<file path="config.mk">
export PLATFORM = sky130hd
export DESIGN_NAME = surge_classifier
export DESIGN_NICKNAME = d
export VERILOG_FILES = /design/src/rtl/surge_cls_pkg.sv /design/src/rtl/surge_deglitch.sv /design/src/rtl/surge_pulse_tracker.sv /design/src/rtl/surge_event_latch.sv /design/src/rtl/surge_classifier.sv
export SDC_FILE = /design/constraint.sdc
export NUM_CORES = 1
export LEC_CHECK = 0
export BUFFER_PORTS_ARGS = -buffer_cell sky130_fd_sc_hd__buf_2
export CAP_MARGIN = 10
export CORE_MARGIN = 4
export CORE_UTILIZATION = 51
export DETAILED_ROUTE_END_ITERATION = 6
export PLACE_DENSITY_LB_ADDON = 0.15
export SYNTH_ARGS = -nofsm -noshare
export SYNTH_HDL_FRONTEND = slang
export SYNTH_SLANG_ARGS = --single-unit
</file>
<file path="constraint.sdc">
create_clock -name clk_i -period 2.6 [get_ports clk_i]
set_input_delay 0.26 -clock clk_i [delete_from_list [all_inputs] [get_ports clk_i]]
set_output_delay 0.26 -clock clk_i [all_outputs]
set_load 0.01 [all_outputs]
</file>
<file path="src/rtl/surge_cls_pkg.sv">
package surge_cls_pkg;

  typedef enum logic [1:0] {
    SEV_NONE   = 2'd0,
    SEV_WARN   = 2'd1,
    SEV_SEVERE = 2'd2,
    SEV_SPD    = 2'd3
  } sev_e;

  localparam int unsigned NUM_LVL = 3;
  localparam int unsigned LVL_WARN = 0;
  localparam int unsigned LVL_SEV  = 1;
  localparam int unsigned LVL_SPD  = 2;

  // Map filtered comparator levels to a severity code (highest wins).
  function automatic sev_e level_of(input logic warn, input logic sev, input logic spd);
    if (spd)       return SEV_SPD;
    else if (sev)  return SEV_SEVERE;
    else if (warn) return SEV_WARN;
    else           return SEV_NONE;
  endfunction

  function automatic sev_e sev_hi(input sev_e a, input sev_e b);
    return (a > b) ? a : b;
  endfunction

endpackage

</file>
<file path="src/rtl/surge_deglitch.sv">
module surge_deglitch #(
  parameter int unsigned DGL_W = 4
) (
  input  logic             clk_i,
  input  logic             rst_ni,
  input  logic [DGL_W-1:0] len_i,
  input  logic             raw_i,
  output logic             flt_o
);

  logic [DGL_W-1:0] run_q;
  logic             flt_q;

  always_ff @(posedge clk_i or negedge rst_ni) begin
    if (!rst_ni) begin
      flt_q <= 1'b0;
      run_q <= '0;
    end else if (raw_i == flt_q) begin
      run_q <= '0;
    end else if (run_q >= len_i) begin
      flt_q <= raw_i;
      run_q <= '0;
    end else begin
      run_q <= run_q + 1'b1;
    end
  end

  assign flt_o = flt_q;

endmodule

</file>
<file path="src/rtl/surge_pulse_tracker.sv">
module surge_pulse_tracker
  import surge_cls_pkg::*;
#(
  parameter int unsigned CNT_W = 12
) (
  input  logic             clk_i,
  input  logic             rst_ni,
  input  logic             warn_i,
  input  logic             sev_i,
  input  logic             spd_i,
  input  logic             switching_i,
  output logic             end_o,
  output logic [CNT_W-1:0] dur_o,
  output logic [CNT_W-1:0] rise_o,
  output logic             sev_seen_o,
  output sev_e             peak_o,
  output logic             sw_seen_o
);

  localparam logic [CNT_W-1:0] CNT_MAX = {CNT_W{1'b1}};

  function automatic logic [CNT_W-1:0] sat_inc(input logic [CNT_W-1:0] v);
    return (v == CNT_MAX) ? v : v + 1'b1;
  endfunction

  logic             act_q;
  logic [CNT_W-1:0] dur_q, rise_q;
  logic             seen_q, sw_q;
  sev_e             peak_q;
  sev_e             lvl_now;

  assign lvl_now = level_of(warn_i, sev_i, spd_i);

  always_ff @(posedge clk_i or negedge rst_ni) begin
    if (!rst_ni) begin
      act_q  <= 1'b0;
      dur_q  <= '0;
      rise_q <= '0;
      seen_q <= 1'b0;
      sw_q   <= 1'b0;
      peak_q <= SEV_NONE;
    end else begin
      act_q <= warn_i;
      if (warn_i) begin
        if (!act_q) begin
          dur_q  <= CNT_W'(1);
          rise_q <= '0;
          seen_q <= sev_i;
          sw_q   <= switching_i;
          peak_q <= lvl_now;
        end else begin
          dur_q  <= sat_inc(dur_q);
          if (!seen_q) begin
            rise_q <= sat_inc(rise_q);
            seen_q <= sev_i;
          end
          sw_q   <= sw_q | switching_i;
          peak_q <= sev_hi(peak_q, lvl_now);
        end
      end
    end
  end

  assign end_o      = act_q & ~warn_i;
  assign dur_o      = dur_q;
  assign rise_o     = rise_q;
  assign sev_seen_o = seen_q;
  assign peak_o     = peak_q;
  assign sw_seen_o  = sw_q;

endmodule

</file>
<file path="src/rtl/surge_event_latch.sv">
module surge_event_latch
  import surge_cls_pkg::*;
#(
  parameter int unsigned CNT_W = 12,
  parameter int unsigned EVT_W = 16,
  parameter int unsigned OVR_W = 8
) (
  input  logic             clk_i,
  input  logic             rst_ni,
  input  logic             qual_i,
  input  logic             ack_i,
  input  sev_e             peak_i,
  input  logic [CNT_W-1:0] rise_i,
  input  logic             rise_na_i,
  input  logic [CNT_W-1:0] dur_i,
  output logic             flag_o,
  output sev_e             sev_o,
  output logic [CNT_W-1:0] rise_o,
  output logic             rise_na_o,
  output logic [CNT_W-1:0] dur_o,
  output logic             irq_o,
  output logic [EVT_W-1:0] evt_cnt_o,
  output logic [OVR_W-1:0] ovr_cnt_o
);

  localparam logic [EVT_W-1:0] EVT_MAX = {EVT_W{1'b1}};
  localparam logic [OVR_W-1:0] OVR_MAX = {OVR_W{1'b1}};

  function automatic logic [EVT_W-1:0] evt_inc(input logic [EVT_W-1:0] v);
    return (v == EVT_MAX) ? v : v + 1'b1;
  endfunction

  function automatic logic [OVR_W-1:0] ovr_inc(input logic [OVR_W-1:0] v);
    return (v == OVR_MAX) ? v : v + 1'b1;
  endfunction

  logic fresh, stacked;
  assign fresh   = qual_i & (~flag_o | ack_i);
  assign stacked = qual_i & flag_o & ~ack_i;

  always_ff @(posedge clk_i or negedge rst_ni) begin
    if (!rst_ni) begin
      flag_o    <= 1'b0;
      sev_o     <= SEV_NONE;
      rise_o    <= '0;
      rise_na_o <= 1'b0;
      dur_o     <= '0;
      irq_o     <= 1'b0;
      evt_cnt_o <= '0;
      ovr_cnt_o <= '0;
    end else begin
      irq_o <= qual_i;
      if (qual_i) evt_cnt_o <= evt_inc(evt_cnt_o);
      if (fresh) begin
        flag_o    <= 1'b1;
        sev_o     <= peak_i;
        rise_o    <= rise_i;
        rise_na_o <= rise_na_i;
        dur_o     <= dur_i;
      end else if (stacked) begin
        sev_o     <= sev_hi(sev_o, peak_i);
        ovr_cnt_o <= ovr_inc(ovr_cnt_o);
      end else if (ack_i) begin
        flag_o <= 1'b0;
        sev_o  <= SEV_NONE;
      end
    end
  end

endmodule

</file>
<file path="src/rtl/surge_classifier.sv">
module surge_classifier
  import surge_cls_pkg::*;
#(
  parameter int unsigned DGL_W = 4,
  parameter int unsigned CNT_W = 12,
  parameter int unsigned EVT_W = 16,
  parameter int unsigned OVR_W = 8
) (
  input  logic             clk_i,
  input  logic             rst_ni,
  input  logic [DGL_W-1:0] deglitch_len_i,
  input  logic             cmp_warn_i,
  input  logic             cmp_sev_i,
  input  logic             cmp_spd_i,
  input  logic             switching_i,
  input  logic             ack_i,
  input  logic [CNT_W-1:0] rise_max_i,
  input  logic [CNT_W-1:0] dur_min_i,
  input  logic [CNT_W-1:0] dur_max_i,
  output logic             event_o,
  output logic [1:0]       severity_o,
  output logic [CNT_W-1:0] rise_o,
  output logic             rise_na_o,
  output logic [CNT_W-1:0] dur_o,
  output logic             irq_o,
  output logic [EVT_W-1:0] event_count_o,
  output logic [OVR_W-1:0] overrun_count_o
);

  logic [NUM_LVL-1:0] raw_lvl, flt_lvl;
  assign raw_lvl[LVL_WARN] = cmp_warn_i;
  assign raw_lvl[LVL_SEV]  = cmp_sev_i;
  assign raw_lvl[LVL_SPD]  = cmp_spd_i;

  for (genvar g = 0; g < NUM_LVL; g++) begin : g_dgl
    surge_deglitch #(.DGL_W(DGL_W)) u_dgl (
      .clk_i (clk_i),
      .rst_ni(rst_ni),
      .len_i (deglitch_len_i),
      .raw_i (raw_lvl[g]),
      .flt_o (flt_lvl[g])
    );
  end

  // Named internal events, brought out for the checker.
  logic             pulse_end;
  logic [CNT_W-1:0] meas_dur, meas_rise;
  logic             sev_seen, sw_seen;
  sev_e             peak_lvl;
  logic             dur_ok, rise_ok, qual_evt;
  sev_e             sev_q;

  surge_pulse_tracker #(.CNT_W(CNT_W)) u_trk (
    .clk_i      (clk_i),
    .rst_ni     (rst_ni),
    .warn_i     (flt_lvl[LVL_WARN]),
    .sev_i      (flt_lvl[LVL_SEV]),
    .spd_i      (flt_lvl[LVL_SPD]),
    .switching_i(switching_i),
    .end_o      (pulse_end),
    .dur_o      (meas_dur),
    .rise_o     (meas_rise),
    .sev_seen_o (sev_seen),
    .peak_o     (peak_lvl),
    .sw_seen_o  (sw_seen)
  );

  assign dur_ok   = (meas_dur >= dur_min_i) && (meas_dur <= dur_max_i);
  assign rise_ok  = ~sev_seen | (meas_rise <= rise_max_i);
  assign qual_evt = pulse_end & dur_ok & rise_ok & ~sw_seen;

  surge_event_latch #(.CNT_W(CNT_W), .EVT_W(EVT_W), .OVR_W(OVR_W)) u_lat (
    .clk_i    (clk_i),
    .rst_ni   (rst_ni),
    .qual_i   (qual_evt),
    .ack_i    (ack_i),
    .peak_i   (peak_lvl),
    .rise_i   (meas_rise),
    .rise_na_i(~sev_seen),
    .dur_i    (meas_dur),
    .flag_o   (event_o),
    .sev_o    (sev_q),
    .rise_o   (rise_o),
    .rise_na_o(rise_na_o),
    .dur_o    (dur_o),
    .irq_o    (irq_o),
    .evt_cnt_o(event_count_o),
    .ovr_cnt_o(overrun_count_o)
  );

  assign severity_o = sev_q;

endmodule

</file>
== Word level (Yosys, flattened, before mapping) ==
Cells that the tools add are included.

* Bits in registers: 97
* Bits of input ports: 47
* Output and inout port bits: 53
* Logic and storage cells: 108

* $add $sub $neg: 7
* Magnitude comparators: 8
* Eq/ne operators: 13
* Mux-type cells: 26
* Bitwise operators: 21
* Reductions and logical operators: 13

{| class="wikitable"
|+ Operator list
! operator !! number
|-
| two-way mux 12 bit || 5
|-
| adder 12 x 1 -> 12 bit (second input constant) || 2
|-
| == test 12 bit (second input constant) || 2
|-
| <= comparator 12 bit || 2
|-
| two-way mux 4 bit || 6
|-
| adder 16 x 1 -> 16 bit (second input constant) || 1
|-
| == test 16 bit (second input constant) || 1
|-
| two-way mux 2 bit || 8
|-
| AND reduction 2 bit || 8
|-
| adder 4 x 1 -> 4 bit (second input constant) || 3
|-
| greater-or-equal comparator 12 bit || 1
|-
| greater-or-equal comparator 4 bit || 3
|-
| NOT 1 bit || 11
|-
| adder 8 x 1 -> 8 bit (second input constant) || 1
|-
| == test 8 bit (second input constant) || 1
|-
| != test 2 bit (second input constant) || 4
|-
| AND 1 bit || 7
|-
| two-way mux 1 bit || 7
|-
| AND reduction 3 bit || 2
|-
| > comparator 2 bit || 2
|-
| == test 1 bit || 3
|-
| != test 3 x 2 -> 1 bit (second input constant) || 1
|-
| bitwise OR 1 bit || 3
|-
| nonzero test 3 bit || 1
|-
| 3 further kinds || 3
|}

== Logic depth before layout (Yosys ltp) ==
* Depth in word-level cells: 9
* Depth in mapped cells: 10
* Gate-level depth less buffers: 9

== By module ==
A second synthesis with hierarchy kept.

* Cells, all modules: 576
* Area, all modules: 5982.0 µm²

{| class="wikitable"
|+ By module, submodules not included
! module !! times used !! cells each !! area each (µm²) !! sequential area each (µm²)
|-
| surge_event_latch || 1 || 177 || 2254.7 || 1326.3
|-
| surge_pulse_tracker || 1 || 186 || 1814.2 || 725.7
|-
| surge_deglitch || 3 || 30 || 329.1 || 125.1
|-
| surge_classifier || 1 || 123 || 925.9 || 0.0
|}

== Worst setup path after synthesis ==
Ideal clock, no wire load.

* Path kind: register to register
* Start: register u_trk.rise_q[6] (netlist: u_trk.rise_o[6])
* End: register u_lat.dur_o[7]
* Library setup time: 128 ps
* Arrival: 2342 ps
* Data required time: 2472 ps
* Setup slack: 130 ps
* Cell stages (with the launch flop): 10
* Buffers on the path: 1
* Clock period less this slack: 2470 ps
* Path through: dfrtp_1 ha_1 a21o_1 a21oi_1 a21boi_1 nor4_2 o211ai_2 nor3_4 buf_4 mux2_1

* Word-level cells in the longest chain between the ends: 5

{| class="wikitable"
|+ RTL lines
! element !! line !! source
|-
| start: declaration || surge_pulse_tracker.sv:27 || <nowiki>logic [CNT_W-1:0] dur_q, rise_q;</nowiki>
|-
| start signal: assignment || surge_pulse_tracker.sv:54 || <nowiki>rise_q <= sat_inc(rise_q);</nowiki>
|-
| <= comparator 12 bit || surge_classifier.sv:69 || <nowiki>assign rise_ok = ~sev_seen | (meas_rise <= rise_max_i);</nowiki>
|-
| bitwise OR 1 bit || surge_classifier.sv:69 ||
|-
| AND 1 bit (2 in a row) || surge_classifier.sv:70 || <nowiki>assign qual_evt = pulse_end & dur_ok & rise_ok & ~sw_seen;</nowiki>
|-
| AND 1 bit || surge_event_latch.sv:38 || <nowiki>assign fresh = qual_i & (~flag_o | ack_i);</nowiki>
|-
| end signal: assignment || surge_event_latch.sv:59 || <nowiki>dur_o <= dur_i;</nowiki>
|-
| end: declaration || surge_event_latch.sv:20 || <nowiki>output logic [CNT_W-1:0] dur_o,</nowiki>
|}

Every way passes these cells.
A chain may end at the register's enable or synchronous reset.

== Worst setup path after layout ==
* Start: register u_trk.dur_q[1] (netlist: u_trk.dur_o[1])
* End: register u_lat.rise_o[0]

* Word-level cells in the longest chain between the ends: 6
* Elaborated cells between the ends (all ways): 7
* Classes of those cells: order compare (2); bitwise (4); reduce/logical (1)

{| class="wikitable"
|+ RTL lines
! element !! line !! source
|-
| start: declaration || surge_pulse_tracker.sv:27 ||
|-
| start signal: assignment || surge_pulse_tracker.sv:52 || <nowiki>dur_q <= sat_inc(dur_q);</nowiki>
|-
| greater-or-equal comparator 12 bit or <= comparator 12 bit (tied branches) || surge_classifier.sv:68 || <nowiki>assign dur_ok = (meas_dur >= dur_min_i) && (meas_dur <= dur_max_i);</nowiki>
|-
| logical AND 1 bit (*) || surge_classifier.sv:68 ||
|-
| AND 1 bit (*) (3 in a row) || surge_classifier.sv:70 ||
|-
| AND 1 bit (*) || surge_event_latch.sv:38 ||
|-
| end signal: assignment || surge_event_latch.sv:57 || <nowiki>rise_o <= rise_i;</nowiki>
|-
| end: declaration || surge_event_latch.sv:18 || <nowiki>output logic [CNT_W-1:0] rise_o,</nowiki>
|}

Mark *: on every way between the ends. The rest lies on a longest branch, timed or not.

==> metrics.txt <==
WHS Endpoint u_trk.sw_seen_o; root buffer cell clkbuf_8; met1 Use GR 26.5%; Min Hold Slack 0.141 ns; most used cell along the critical path buf_12; Worst VDD drop 0.326 mV; post-layout min period 2.61 ns; Worst R2R Setup Slack -0.01 ns; unrepaired setup endpoints after global routing true; Critical Path RT 2.85 ns; Max Buffers Root-to-Sink 2; worst hold path class input port to flop; Fmax 383 MHz; R2R depth 10; Max Slew Vio Count 0; DRT antenna net count 0; #FFs+latches synth 97; Worst path slowest cell dfrtp_1; Final Non-Filler Cells 818; starting density of the core 52.8%; Final period util 100%; final net count 785; Fin. Hold Viols 0; Crit Path Category flop to flop; Seq/Total Area, Yosys 44.1%; initial antenna violation count 0; WP data arrival 2.86 ns; Netlist cell types 49; row cnt 37; async set-reset flop share out of synthesis 100%; ranking of synthesized cells by area dfrtp_1, ha_1, xor2_1, mux2_1, inv_1; r2r endpoint u_lat.rise_o[0]; ratio of cells with drive above 1 in the final layout 28.6%; IO buf count 99; final worst setup slack -0.0107 ns; EDFF count, synth 0; 1st-iter DRT viols 138; number of fill cells in the layout 864; max-cap violations 0; crit end category flop; Mapped Area 5500 um^2; gpl congestion 0.856; first-pass GRT wire length 20,300 um; area grow syn2layout 24.3%; clk sinks 97; cell breakdown of the critical path ha_4 > nor2b_1 > o211ai_1 > a211oi_1 > o31a_1 > buf_4 > nor3_4 > buf_12 > buf_12 > mux2_2; Mapped Avg Cell Area 10.4 um^2; RR Startpoint u_trk.dur_o[1]; synth cell count leaders dfrtp_1, ha_1, inv_1, nor2_1, xor2_1; GR Layer Usage met2 32.1%; register area 2430 um^2; cell taking the most area after synthesis dfrtp_1; clk slew on worst S/H paths 0.08 ns; area occupied by multi-input gates 2930 um^2; Clk pwr share 24.4%; core area 10,400 um^2; ys flop type dfrtp_1; drt via density 5.33; grt ovf 0; CTS tree built; largest net degree at the start of global routing 51; Num CTS Buffers 9; WL final 12,100 um; internal power 0.00265 W; PnR Total Power 0.00394 W; vias in the first global route 4,353; Worst Skew 0.0108 ns; ant diodes 0; Post-route DRC 0; DP HPWL 8920 um; sw power 0.00129 W; die height 112 um; via count 4,360; WL/cell 14.7 um; clk_lat worst skew 0.37 ns; Startpoint Class flop; status complete, but fails checks; hold path cells 2; count leader, synth dfrtp_1; Gate power share 29.6%; setup violators final 5; switch share 32.6%; Die Wd 112 um; sequential share of power 46.0%; Worst Path Max Fanout 9; Post-Syn Nets 637; Slew headroom 56.3%; Ports 100; Slew @ Worst Pin 0.656 ns; Syn. warnings 0; Leak Pwr 3.84 nW; Post-Syn Instances 531; router iterations before antenna repair 4; Placed Cells 792; Worst path max stage delay 0.43 ns; htree depth 3; routing usage on met3 3.04%; hold wc startpoint switching_i; GRT Max-Usage Layer met2; failing checks setup timing; DIE AREA 12,500 um^2; total track usage 19.6%; PwrDens 576 nW/um^2; Synth top area share 44.1%
-- final cells by class --
| cell class | instances | area share, % |
|---|---|---|
| clock buffer | 11 | 2.07 |
| multi-input combinational | 370 | 42.8 |
| timing repair buffer | 148 | 13.6 |
| tap | 136 | 2.49 |
| inverter | 53 | 2.91 |
| sequential | 97 | 35.5 |
| clock inverter | 3 | 0.622 |
-- state kept, by name, indices dropped and copies added, names as in the netlist --
signal / count
g_dgl.u_dgl.run_q: 12
u_lat.rise_na_o: 1
u_lat.evt_cnt_o: 16
u_lat.sev_o: 2
u_lat.dur_o: 12
u_trk.rise_o: 12
u_lat.flag_o: 1
u_trk.peak_o: 2
u_trk.dur_o: 12
u_trk.act_q: 1
u_lat.irq_o: 1
u_lat.rise_o: 12
u_trk.sw_seen_o: 1
g_dgl.u_dgl.flt_o: 3
u_trk.sev_seen_o: 1
u_lat.ovr_cnt_o: 8
-- routing by layer --
metal  part of all wire, %  up-vias
met5                     0        -
met4                   2.1        0
met3                   4.4       24
met2                    48      114
met1                    45     2082
li1                      -     2140
-- per-stage QoR --
step	cell area, um^2	setup WS, ns	util, %	setup TNS [ns]
6_report	6840	-0.0107	65.7	-0.0294
5_1_grt	6840	-0.116	65.7	-2.33
4_1_cts	6610	0.0274	63.4	0
3_5_place_dp	6410	0.0283	61.6	0
3_3_place_gp	6410	0.0886	61.6	0
2_1_floorplan	5500	0.130	-	0
-- worst max-delay path by stage --
stage | from | end | slack [ns]
5_1_grt | u_trk.dur_o[0] | u_lat.rise_o[3] | -0.12
2_1_floorplan | u_trk.rise_o[6] | u_lat.dur_o[7] | 0.13
6_report | u_trk.dur_o[1] | u_lat.rise_o[0] | -0.01
3_3_place_gp | u_trk.dur_o[1] | u_lat.ovr_cnt_o[5] | 0.09
3_5_place_dp | dur_max_i[1] | u_lat.sev_o[0] | 0.03
4_1_cts | u_trk.dur_o[1] | u_lat.ovr_cnt_o[7] | 0.03
-- power groups by stage --
stage / logic, W / registers [W] / clock network (W)
floorplan: 0.000745 / 0.00182 / 0
global placement: 0.00110 / 0.00183 / 0
detailed placement: 0.00115 / 0.00184 / 0
CTS: 0.00116 / 0.00181 / 0.000988
global route: 0.00136 / 0.00183 / 0.00105
finish: 0.00117 / 0.00181 / 0.000961
-- repair_timing --
| item | 4_1_cts | 5_1_grt |
|---|---|---|
| endpoints found under the setup margin | 0 | 46 |
| hold buffers | 1 | 0 |
| gates resized for setup | 0 | 24 |
| endpoints found under the hold margin | 49 | 0 |
| setup buffers | 0 | 11 |
-- critical path, delay by kind of cell (launching register included) --
family          cells  cell delay (ns)
compound gates      3             0.69
buf+inv             3             0.45
flops               1             0.43
simple gates        2             0.37
mux                 1             0.33
fa+ha+maj           1             0.23
-- layout by cell type (no fill, tap or decap), drive strengths merged, types with 10 or more instances in the layout --
master  count
buf       147
dfrtp      97
ha         59
inv        53
nor2       43
xor2       41
nand2      30
mux2       30
nand3      27
a21oi      17
nand4      15
a21o       12
clkbuf     11
and3       10
nor4       10
nor3       10
-- cell families (layout without fill, tap and decap cells) --
group                    Yosys count  in the layout  share of synthesized area (%)
adder cells (fa/ha/maj)           59             59                           13.4
flip-flops                        97             97                           44.1
AO/OA/AOI/OAI                     55             55                           6.73
multiplexers                      32             32                           6.50
buffers and inverters             64            215                           4.71
AND/OR/NAND/NOR                  174            174                           16.6
XOR/XNOR                          50             50                           7.96
(Power assumes the default switching activity.)
